$ cat config.mk
export PLATFORM = sky130hd
export DESIGN_NAME = cmdset_seq
export DESIGN_NICKNAME = d
export VERILOG_FILES = /design/src/rtl/cmdset_seq_pkg.sv /design/src/rtl/cmdset_pick.sv /design/src/rtl/cmdset_engine.sv /design/src/rtl/cmdset_seq.sv
export SDC_FILE = /design/constraint.sdc
export NUM_CORES = 2
export LEC_CHECK = 0
export ABC_AREA = 1
export BUFFER_PORTS_ARGS = -buffer_cell sky130_fd_sc_hd__buf_4
export CELL_PAD_IN_SITES_DETAIL_PLACEMENT = 0
export CELL_PAD_IN_SITES_GLOBAL_PLACEMENT = 1
export CORE_ASPECT_RATIO = 1.75
export CORE_MARGIN = 2
export CORE_UTILIZATION = 57
export CTS_BUF_LIST = sky130_fd_sc_hd__clkbuf_8
export CTS_CLUSTER_SIZE = 8
export DETAILED_ROUTE_END_ITERATION = 12
export PLACE_DENSITY = 0.94
export SLEW_MARGIN = 10
export SYNTH_ARGS = -nofsm -noshare
export SYNTH_HDL_FRONTEND = slang
export SYNTH_SLANG_ARGS = --single-unit
export TNS_END_PERCENT = 50
$ cat constraint.sdc
create_clock -name clk -period 17.6 [get_ports clk]
set_input_delay 2.64 -clock clk [delete_from_list [all_inputs] [get_ports clk]]
set_output_delay 2.64 -clock clk [all_outputs]
set_load 0.01 [all_outputs]
$ cat src/rtl/cmdset_seq_pkg.sv
package cmdset_seq_pkg;
  localparam int SET_STRIDE  = 672;
  localparam int SLOT_BASE   = 48;
  localparam int SLOT_STRIDE = 20;
  localparam int GLOBAL_SPAN = 16;
  localparam int R_IRQ_EN    = 0;
  localparam int R_IRQ_STAT  = 4;
  localparam int R_IRQ_CLR   = 8;
  localparam int R_CTRL      = 20;
  localparam int R_IDLE      = 24;
  localparam int R_CMDEN     = 28;
  localparam int F_MSG       = 0;
  localparam int F_ADDR      = 4;
  localparam int F_DATA      = 8;
  localparam int F_STAT      = 12;
  localparam int F_RESP      = 16;
  localparam int B_ARM       = 16;
  localparam int B_FIRE      = 24;
  localparam int B_NEEDRSP   = 8;
  localparam int B_WRITE     = 16;
  localparam int B_ISSUED    = 8;
  localparam int B_DONE      = 16;

  typedef enum logic [1:0] {ENG_IDLE, ENG_SCAN, ENG_REQ, ENG_RSP} eng_state_e;

  function automatic int set_of(int a);
    return a / SET_STRIDE;
  endfunction

  function automatic int ofs_of(int a);
    return a % SET_STRIDE;
  endfunction

  function automatic int slot_of(int ofs);
    return (ofs - SLOT_BASE) / SLOT_STRIDE;
  endfunction

  function automatic int field_of(int ofs);
    return (ofs - SLOT_BASE) % SLOT_STRIDE;
  endfunction

  function automatic logic [31:0] ctrl_word(logic arm, logic fire);
    return (32'(fire) << B_FIRE) | (32'(arm) << B_ARM);
  endfunction

  function automatic logic [31:0] slot_word(logic issued, logic done);
    return (32'(done) << B_DONE) | (32'(issued) << B_ISSUED);
  endfunction
endpackage

$ cat src/rtl/cmdset_pick.sv
module cmdset_pick #(
  parameter int N = 3,
  parameter int W = 2
) (
  input  logic [N-1:0] req,
  output logic         valid,
  output logic [W-1:0] idx
);
  always_comb begin
    valid = |req;
    idx   = '0;
    for (int i = N - 1; i >= 0; i--) begin
      if (req[i]) idx = W'(i);
    end
  end
endmodule

$ cat src/rtl/cmdset_engine.sv
module cmdset_engine
  import cmdset_seq_pkg::*;
#(
  parameter int NUM_SLOTS = 4,
  parameter int SET_W     = 2,
  parameter int SLOT_IW   = 2
) (
  input  logic                 clk,
  input  logic                 rst_n,
  input  logic                 pick_valid,
  input  logic [SET_W-1:0]     pick_set,
  input  logic [NUM_SLOTS-1:0] cur_en,
  input  logic                 cur_need_rsp,
  input  logic                 cmd_ready,
  input  logic                 rsp_valid,
  output eng_state_e           state,
  output logic [SET_W-1:0]     cur_set,
  output logic [SLOT_IW-1:0]   cur_idx,
  output logic                 cmd_valid,
  output logic                 take,
  output logic                 accept_ev,
  output logic                 rsp_ev,
  output logic                 done_ev,
  output logic                 active
);
  localparam int CNT_W = $clog2(NUM_SLOTS + 1);

  logic [CNT_W-1:0] pos_q;
  logic             slot_on;

  function automatic logic at_end(logic [CNT_W-1:0] p);
    return int'(p) >= NUM_SLOTS;
  endfunction

  assign cur_idx   = pos_q[SLOT_IW-1:0];
  assign slot_on   = !at_end(pos_q) && cur_en[cur_idx];
  assign cmd_valid = (state == ENG_REQ);
  assign take      = (state == ENG_IDLE) && pick_valid;
  assign accept_ev = cmd_valid && cmd_ready;
  assign rsp_ev    = (state == ENG_RSP) && rsp_valid;
  assign done_ev   = (state == ENG_SCAN) && at_end(pos_q);
  assign active    = (state != ENG_IDLE);

  always_ff @(posedge clk) begin
    if (!rst_n) begin
      state   <= ENG_IDLE;
      cur_set <= '0;
      pos_q   <= '0;
    end else begin
      case (state)
        ENG_IDLE: if (pick_valid) begin
          cur_set <= pick_set;
          pos_q   <= '0;
          state   <= ENG_SCAN;
        end
        ENG_SCAN: begin
          if (at_end(pos_q))  state <= ENG_IDLE;
          else if (slot_on)   state <= ENG_REQ;
          else                pos_q <= pos_q + 1'b1;
        end
        ENG_REQ: if (cmd_ready) begin
          if (cur_need_rsp) state <= ENG_RSP;
          else begin
            pos_q <= pos_q + 1'b1;
            state <= ENG_SCAN;
          end
        end
        ENG_RSP: if (rsp_valid) begin
          pos_q <= pos_q + 1'b1;
          state <= ENG_SCAN;
        end
        default: state <= ENG_IDLE;
      endcase
    end
  end
endmodule

$ cat src/rtl/cmdset_seq.sv
module cmdset_seq
  import cmdset_seq_pkg::*;
#(
  parameter int NUM_SETS  = 3,
  parameter int NUM_SLOTS = 4,
  parameter int BUS_AW    = 12
) (
  input  logic              clk,
  input  logic              rst_n,
  input  logic              bus_sel,
  input  logic              bus_wr,
  input  logic [BUS_AW-1:0] bus_addr,
  input  logic [31:0]       bus_wdata,
  output logic [31:0]       bus_rdata,
  output logic              cmd_valid,
  input  logic              cmd_ready,
  output logic [31:0]       cmd_addr,
  output logic [31:0]       cmd_data,
  output logic              cmd_write,
  output logic              cmd_need_rsp,
  input  logic              rsp_valid,
  input  logic [31:0]       rsp_data,
  output logic              irq
);
  localparam int SET_W   = (NUM_SETS > 1) ? $clog2(NUM_SETS) : 1;
  localparam int SLOT_IW = (NUM_SLOTS > 1) ? $clog2(NUM_SLOTS) : 1;

  // storage
  logic [31:0]          msg_q  [NUM_SETS][NUM_SLOTS];
  logic [31:0]          addr_q [NUM_SETS][NUM_SLOTS];
  logic [31:0]          data_q [NUM_SETS][NUM_SLOTS];
  logic [31:0]          rsp_q  [NUM_SETS][NUM_SLOTS];
  logic [NUM_SLOTS-1:0] issued_q [NUM_SETS];
  logic [NUM_SLOTS-1:0] done_q   [NUM_SETS];
  logic [NUM_SLOTS-1:0] cmden_q  [NUM_SETS];
  logic [NUM_SETS-1:0]  arm_q, fire_q, pend_q, irq_en_q, irq_st_q;

  // named events
  logic [NUM_SETS-1:0] busy_vec, launch_vec;
  logic [NUM_SETS-1:0] clr_mask, done_mask;
  eng_state_e          eng_state;
  logic [SET_W-1:0]    eng_set, pick_set;
  logic [SLOT_IW-1:0]  eng_idx;
  logic                pick_valid, eng_take, eng_accept, eng_rsp, eng_done, eng_active;
  logic                cur_need_rsp;

  // address decode
  int                 a_int, a_set, a_ofs, a_slot, a_fld;
  logic               is_glob, set_ok, is_slot, sel_busy, wr_set_ok;
  logic [SET_W-1:0]   sel_set;
  logic [SLOT_IW-1:0] sel_slot;

  always_comb begin
    a_int    = int'(bus_addr);
    a_set    = set_of(a_int);
    a_ofs    = ofs_of(a_int);
    a_slot   = slot_of(a_ofs);
    a_fld    = field_of(a_ofs);
    is_glob  = a_int < GLOBAL_SPAN;
    set_ok   = !is_glob && (a_set < NUM_SETS);
    is_slot  = (a_ofs >= SLOT_BASE) && (a_slot < NUM_SLOTS);
    sel_set  = a_set[SET_W-1:0];
    sel_slot = a_slot[SLOT_IW-1:0];
    sel_busy = set_ok && busy_vec[sel_set];
    wr_set_ok = bus_sel && bus_wr && set_ok && !sel_busy;
  end

  for (genvar g = 0; g < NUM_SETS; g++) begin : g_set
    assign busy_vec[g]   = pend_q[g] | (eng_active && (eng_set == SET_W'(g)));
    assign launch_vec[g] = wr_set_ok && (sel_set == SET_W'(g)) && (a_ofs == R_CTRL)
                           && arm_q[g] && !fire_q[g] && bus_wdata[B_FIRE];
    assign done_mask[g]  = eng_done && (eng_set == SET_W'(g));
  end

  assign clr_mask = (bus_sel && bus_wr && is_glob && a_int == R_IRQ_CLR)
                    ? bus_wdata[NUM_SETS-1:0] : '0;

  cmdset_pick #(.N(NUM_SETS), .W(SET_W)) pick_i (
    .req(pend_q), .valid(pick_valid), .idx(pick_set)
  );

  cmdset_engine #(.NUM_SLOTS(NUM_SLOTS), .SET_W(SET_W), .SLOT_IW(SLOT_IW)) eng_i (
    .clk(clk), .rst_n(rst_n), .pick_valid(pick_valid), .pick_set(pick_set),
    .cur_en(cmden_q[eng_set]), .cur_need_rsp(cur_need_rsp),
    .cmd_ready(cmd_ready), .rsp_valid(rsp_valid), .state(eng_state),
    .cur_set(eng_set), .cur_idx(eng_idx), .cmd_valid(cmd_valid), .take(eng_take),
    .accept_ev(eng_accept), .rsp_ev(eng_rsp), .done_ev(eng_done), .active(eng_active)
  );

  assign cur_need_rsp = msg_q[eng_set][eng_idx][B_NEEDRSP];
  assign cmd_need_rsp = cur_need_rsp;
  assign cmd_write    = msg_q[eng_set][eng_idx][B_WRITE];
  assign cmd_addr     = addr_q[eng_set][eng_idx];
  assign cmd_data     = data_q[eng_set][eng_idx];
  assign irq          = |(irq_st_q & irq_en_q);

  always_ff @(posedge clk) begin
    if (!rst_n) begin
      arm_q <= '0; fire_q <= '0; pend_q <= '0; irq_en_q <= '0; irq_st_q <= '0;
      for (int s = 0; s < NUM_SETS; s++) begin
        issued_q[s] <= '0; done_q[s] <= '0; cmden_q[s] <= '0;
        for (int k = 0; k < NUM_SLOTS; k++) begin
          msg_q[s][k] <= '0; addr_q[s][k] <= '0; data_q[s][k] <= '0; rsp_q[s][k] <= '0;
        end
      end
    end else begin
      if (bus_sel && bus_wr && is_glob && a_int == R_IRQ_EN)
        irq_en_q <= bus_wdata[NUM_SETS-1:0];
      if (wr_set_ok) begin
        if (a_ofs == R_CTRL) begin
          arm_q[sel_set]  <= bus_wdata[B_ARM];
          fire_q[sel_set] <= bus_wdata[B_FIRE];
        end
        if (a_ofs == R_CMDEN) cmden_q[sel_set] <= bus_wdata[NUM_SLOTS-1:0];
        if (is_slot) begin
          case (a_fld)
            F_MSG:   msg_q[sel_set][sel_slot]  <= bus_wdata;
            F_ADDR:  addr_q[sel_set][sel_slot] <= bus_wdata;
            F_DATA:  data_q[sel_set][sel_slot] <= bus_wdata;
            default: ;
          endcase
        end
      end
      for (int s = 0; s < NUM_SETS; s++) begin
        if (launch_vec[s]) begin
          pend_q[s]   <= 1'b1;
          issued_q[s] <= '0;
          done_q[s]   <= '0;
        end
      end
      if (eng_take) pend_q[pick_set] <= 1'b0;
      if (eng_accept) begin
        issued_q[eng_set][eng_idx] <= 1'b1;
        if (!cur_need_rsp) done_q[eng_set][eng_idx] <= 1'b1;
      end
      if (eng_rsp) begin
        rsp_q[eng_set][eng_idx]  <= rsp_data;
        done_q[eng_set][eng_idx] <= 1'b1;
      end
      irq_st_q <= (irq_st_q & ~clr_mask) | done_mask;
    end
  end

  always_comb begin
    bus_rdata = '0;
    if (is_glob) begin
      if (a_int == R_IRQ_EN)   bus_rdata = 32'(irq_en_q);
      if (a_int == R_IRQ_STAT) bus_rdata = 32'(irq_st_q);
    end else if (set_ok) begin
      if (a_ofs == R_CTRL)  bus_rdata = ctrl_word(arm_q[sel_set], fire_q[sel_set]);
      if (a_ofs == R_IDLE)  bus_rdata = 32'(!busy_vec[sel_set]);
      if (a_ofs == R_CMDEN) bus_rdata = 32'(cmden_q[sel_set]);
      if (is_slot) begin
        case (a_fld)
          F_MSG:   bus_rdata = msg_q[sel_set][sel_slot];
          F_ADDR:  bus_rdata = addr_q[sel_set][sel_slot];
          F_DATA:  bus_rdata = data_q[sel_set][sel_slot];
          F_STAT:  bus_rdata = slot_word(issued_q[sel_set][sel_slot], done_q[sel_set][sel_slot]);
          F_RESP:  bus_rdata = rsp_q[sel_set][sel_slot];
          default: bus_rdata = '0;
        endcase
      end
    end
  end
endmodule

== Yosys cells after proc, flatten, opt, wreduce, memory -nomap -nowiden ==
Memories as Yosys holds them, arrays and structs flattened. A register that Yosys moved wholly into a read port is not among the register bits.
Cells that the tools add are included.

* Flip-flop bits (word level): 22
* Bits in writable memories: 1,572
* Input port bits: 82
* Output and inout bits: 100
* Memories: 7

* Add/sub/neg operators: 2
* Div/mod/pow operators: 4
* $lt $le $gt $ge: 16
* Equal/unequal tests: 23
* Mux-type cells: 152
* Bitwise gates (word level): 23
* Reductions and logical operators: 64

{| class="wikitable"
|+ Memory list
! memory !! depth !! width !! read ports !! clocked after Yosys merged registers in !! write ports !! RTL line !! source
|-
| addr_q || 3 || 128 || 2 || 1 || 3 || cmdset_seq.sv:30 || <nowiki>logic [31:0] addr_q [NUM_SETS][NUM_SLOTS];</nowiki>
|-
| data_q || 3 || 128 || 2 || 1 || 3 || cmdset_seq.sv:31 || <nowiki>logic [31:0] data_q [NUM_SETS][NUM_SLOTS];</nowiki>
|-
| msg_q || 3 || 128 || 2 || 1 || 3 || cmdset_seq.sv:29 || <nowiki>logic [31:0] msg_q [NUM_SETS][NUM_SLOTS];</nowiki>
|-
| rsp_q || 3 || 128 || 1 || 0 || 3 || cmdset_seq.sv:32 || <nowiki>logic [31:0] rsp_q [NUM_SETS][NUM_SLOTS];</nowiki>
|-
| cmden_q || 3 || 4 || 2 || 1 || 3 || cmdset_seq.sv:35 || <nowiki>logic [NUM_SLOTS-1:0] cmden_q [NUM_SETS];</nowiki>
|-
| done_q || 3 || 4 || 1 || 0 || 4 || cmdset_seq.sv:34 || <nowiki>logic [NUM_SLOTS-1:0] done_q [NUM_SETS];</nowiki>
|-
| 1 more memories || - || - || - || - || - || - ||
|}

{| class="wikitable"
|+ Operator list
! kind !! count
|-
| two-way mux 128 bit || 12
|-
| two-way mux 32 bit || 19
|-
| OR reduction 128 bit || 4
|-
| binary-select mux 32 bit (select 2 bit) || 7
|-
| case mux 32 bit (5 select lines) || 1
|-
| demux 32 bit (select 2 bit) || 2
|-
| equality test 32 x 6 -> 1 bit, second input constant || 3
|-
| equality test 32 x 4 -> 1 bit, second input constant || 2
|-
| zero test 32 bit || 2
|-
| two-way mux 1 bit || 53
|-
| two-way mux 2 bit || 22
|-
| logical AND 1 bit || 40
|-
| two-way mux 4 bit || 10
|-
| two-way mux 17 bit || 2
|-
| divider 13 x 11 -> 32 bit, second input constant || 1
|-
| divider 32 x 6 -> 32 bit, second input constant || 1
|-
| equality test 32 x 3 -> 1 bit, second input constant || 1
|-
| equality test 32 x 5 -> 1 bit, second input constant || 1
|-
| >= comparator 32 x 7 -> 1 bit, second input constant || 1
|-
| < comparator 32 x 3 -> 1 bit, second input constant || 1
|-
| < comparator 32 x 4 -> 1 bit, second input constant || 1
|-
| modulo 13 x 11 -> 32 bit, second input constant || 1
|-
| modulo 32 x 6 -> 32 bit, second input constant || 1
|-
| subtractor 32 x 7 -> 32 bit, second input constant || 1
|-
| 35 further kinds || 95
|}

== Longest topological paths before layout ==
* Depth in word-level cells: 17
* Depth in mapped cells: 75
* Depth with buffers taken out: 74

== Hierarchy ==
Synthesis repeated with hierarchy kept, for this count alone.

* Cell total of the unflattened synthesis: 7,811
* Area total of the unflattened synthesis: 92,585.0 µm²

{| class="wikitable"
|+ Modules (own cells, without submodules)
! module !! times used !! cells an instance !! area each (µm²) !! seq. area each (µm²)
|-
| cmdset_seq || 1 || 7,717 || 91,993.2 || 62,920.3
|-
| cmdset_engine || 1 || 87 || 560.5 || 140.1
|-
| cmdset_pick || 1 || 7 || 31.3 || 0.0
|}

== Least setup slack after synthesis ==
OpenSTA, ideal clock, no wires.

* Path type: in2out
* Start: in bus_addr[7]
* End: out bus_rdata[1]
* Arrival time: 9.451 ns
* Setup slack: 5.509 ns
* Cell stages on the path: 70
* Buffers on the path: 2
* Path through: inv_1 > nand2_2 > nand2_2 > nand2_1 > ha_1 > inv_1 > a21oi_2 > inv_1 > nand4_4 > nand2_1 > nand2_1 > nand2_4 > nand2_4 > nand3_4 > nand2_1 > nand2_1 > inv_1 > ha_1 > [34 not listed] > nand2_4 > inv_1 > ha_1 > or2_2 > o21ai_1 > inv_1 > nor2_1 > clkbuf_1 > clkbuf_1 > o21ai_0 > nand2_1 > nor2_1 > nand2_1 > nand2_1 > nor2_1 > nand2_1 > nand2_1 > nand2_1

* Cells in the longest elaborated chain, start to end: 11
* Elaborated cells on any way between the ends: 49
* Those cells by class: add/sub: 1; div: 4; order compare: 4; eq/ne: 8; mux: 21; bitwise: 1; reduce/logical: 5; memory: 5

{| class="wikitable"
|+ Ends and longest elaborated chain
! item !! RTL line !! source
|-
| start: declaration || cmdset_seq.sv:12 || <nowiki>input logic [BUS_AW-1:0] bus_addr,</nowiki>
|-
| parallel branches: the longest is 10 deep, another holds modulo 13 x 11 -> 32 bit || - ||
|-
| two-way mux 32 bit (*) || cmdset_seq.sv:146 || <nowiki>if (is_glob) begin</nowiki>
|-
| end: declaration || cmdset_seq.sv:14 || <nowiki>output logic [31:0] bus_rdata,</nowiki>
|}

Every way passes the cells marked *. The select of a mux whose other input is x is not followed.

== Final worst setup path ==
* Start: in bus_addr[7]
* End: out bus_rdata[11]

The elaborated chain is that of the path after synthesis.

==> impl_metrics.tcl <==
set metrics [dict create \
    async_reset_ff_share_pct 0 \
    min_period_over_period_pct 92.1 \
    cts_sinks 2120 \
    portBuffers 181 \
    rsz0062_at_grt "false" \
    avgSynthCellArea_um2 11.1 \
    clockRootBuffer "clkbuf_8" \
    post_cts_buffers 0 \
    ys_warn_count 0 \
    critPathMaxFanout 17 \
    nFillCells 12800 \
    grt_use_met1_pct 44.9 \
    route.detailed.drc 0 \
    dieHeight_um 546 \
    die_w_um 313 \
    end_kind "primary output" \
    fin_skew_ps 41.3 \
    crit_path_max_incr_delay_ps 990 \
    grt_use_met3_pct 10.2 \
    setup_viol 0 \
    clk_path_buf_depth 4 \
    fin_crit_ps 16220 \
    grt_overflow_total 0 \
    ys_seq_area_share_pct 66.0 \
    ys.flop_type "edfxtp_1" \
    cts_hold_buf 0 \
    track_usage_pct 38.9 \
    synthDistinctLibCells 57 \
    critPathSlowestCell "clkinv_1" \
    routedWlPerCell_um 30.2 \
    wl_mm 340 \
    synthCells 8642 \
    status "completed" \
    netlist.top_cell.by_area "edfxtp_1" \
    mostFrequentLayoutCell "edfxtp_1" \
    drt-pass1-iter-count 9 \
    grt_pass1_vias 78300 \
    drive_gt1_share_pct 10.8 \
    antenna_found_initial 16 \
    first_iter_violations 13200 \
    yosys-top-cells-area "edfxtp_1, o22ai_1, nor2_1" \
    h-tree-depth 5 \
    clock_latency_ps 930 \
    syn_area_um2 95500 \
    cts_tree "done" \
    ios 182 \
    vias_per_cell 6.99 \
    cts_buffers 315 \
    ys_ff_latch 2120 \
    final_cell_mix "edfxtp_1, nor2_1, o21ai_0, o22ai_1, conb_1" \
    start_util_pct 57.4 \
    finalWeightedCongestion 0.906 \
    ant_nets 0 \
    clk_pin_slew_worst_paths_ps 70 \
    drv_slew 0 \
    fin_nets 9047 \
    startpoint_type "primary input" \
    cp.required_ps 14960 \
    tightest_slew_ps 1250 \
    vias 78600 \
    dp_hpwl_mm 192 \
    cap_viol_max_count 0 \
    syn2layout_area_growth_pct 9.39 \
    cts_resized 0 \
    timing.critical_path.mode_cell "nand2_1" \
    grt_pass1_wl_mm 492 \
    holdCritPathClass "flip-flop to flip-flop" \
    die-area_um2 171000 \
    fmax_mhz 61.7 \
    grt.met2_usage_pct 61.7 \
    rows 198 \
    core_um2 166000 \
    setup-tns-final_ps 0 \
    grt_max_degree 218 \
    cp.arrival_ps 13580 \
    synth.top_cell.area_share_pct 64.9 \
    crit_type "primary input to primary output" \
    final_hold_viol_count 0 \
    grt-busiest-layer "met2" \
    synth-edff-count 2064 \
    max_slew_margin_pct 16.8 \
]
area by class of cell:
cell class	instances	area, um2	area share [%]
sequential	2120	63100	60.4
inverter	311	1200	1.15
multi-input combinational	5826	29600	28.3
clock inverter	86	442	0.423
tap	2200	2750	2.63
antenna	8	20.0	0.0192
timing repair buffer	375	2980	2.85
clock buffer	320	4400	4.21
cell families (layout without fill, tap and decap cells):
family / after synthesis / in the layout / share of synthesized area [%]
and+or+nand+nor: 2756 / 2756 / 12.2
AOI/OAI and AO/OA: 2653 / 2653 / 16.6
DFF: 2120 / 2120 / 66.0
buffers and inverters: 1083 / 1092 / 4.85
adders and majority gates: 16 / 16 / 0.210
xor gates and xnor gates: 13 / 13 / 0.119
other: 1 / 396 / 0.00392
routing by layer:
metal	part of all wire (%)	vias up
met2	46	7234
li1	-	32200
met1	30	37200
met4	9.0	14
met5	0.027	-
met3	15	1955
cell usage after synthesis, types with 47 or more instances:
master / count
a21oi_1: 86
clkbuf_1: 605
dfxtp_1: 56
dlygate4sd1_1: 47
edfxtp_1: 2064
inv_1: 235
nand2_1: 382
nand3_1: 156
nand4_1: 105
nor2_1: 1810
nor2_2: 65
nor3_1: 140
o211ai_1: 62
o21ai_0: 1118
o221ai_1: 196
o22ai_1: 1102
worst max-delay path: cells and delay by family:
| kind | cells | cell delay, ps |
|---|---|---|
| compound gates | 2 | 870 |
| xor+xnor | 1 | 190 |
| fa+ha+maj | 2 | 470 |
| buf+inv | 11 | 2830 |
| simple gates | 48 | 6550 |
flip-flops by register name, indices dropped and copies added, names as in the netlist, 16 cells and up, named ones only:
register and cells:
issued_q 16, msg_q 512, rsp_q 512, done_q 16, addr_q 512, data_q 512
cmden_q 16
through the flow:
step	std cells	instance area [um2]	setup slack (ps)	util (%)	hold slack (ps)
6_report	11200	105000	1380	62.8	454
5_1_grt	11200	105000	350	62.8	469
4_1_cts	11200	104000	1520	62.8	456
3_5_place_dp	10800	99600	1570	59.9	437
3_3_place_gp	10800	99600	1620	59.9	432
2_1_floorplan	9029	97000	5510	-	420
final timing paths:
path         cells after the start  slack, ps            end        startpoint
min                              1        450   done_q[3][3]      done_q[3][3]
min reg2reg                      1        450   done_q[3][3]      done_q[3][3]
max                             64       1380  bus_rdata[11]       bus_addr[7]
max reg2reg                     14      11240  data_q[2][29]  eng_i.cur_set[0]
Power is left out: the tool's default activity adds up to more than one toggle a clock period on the data nets, which glitch-free logic cannot reach.
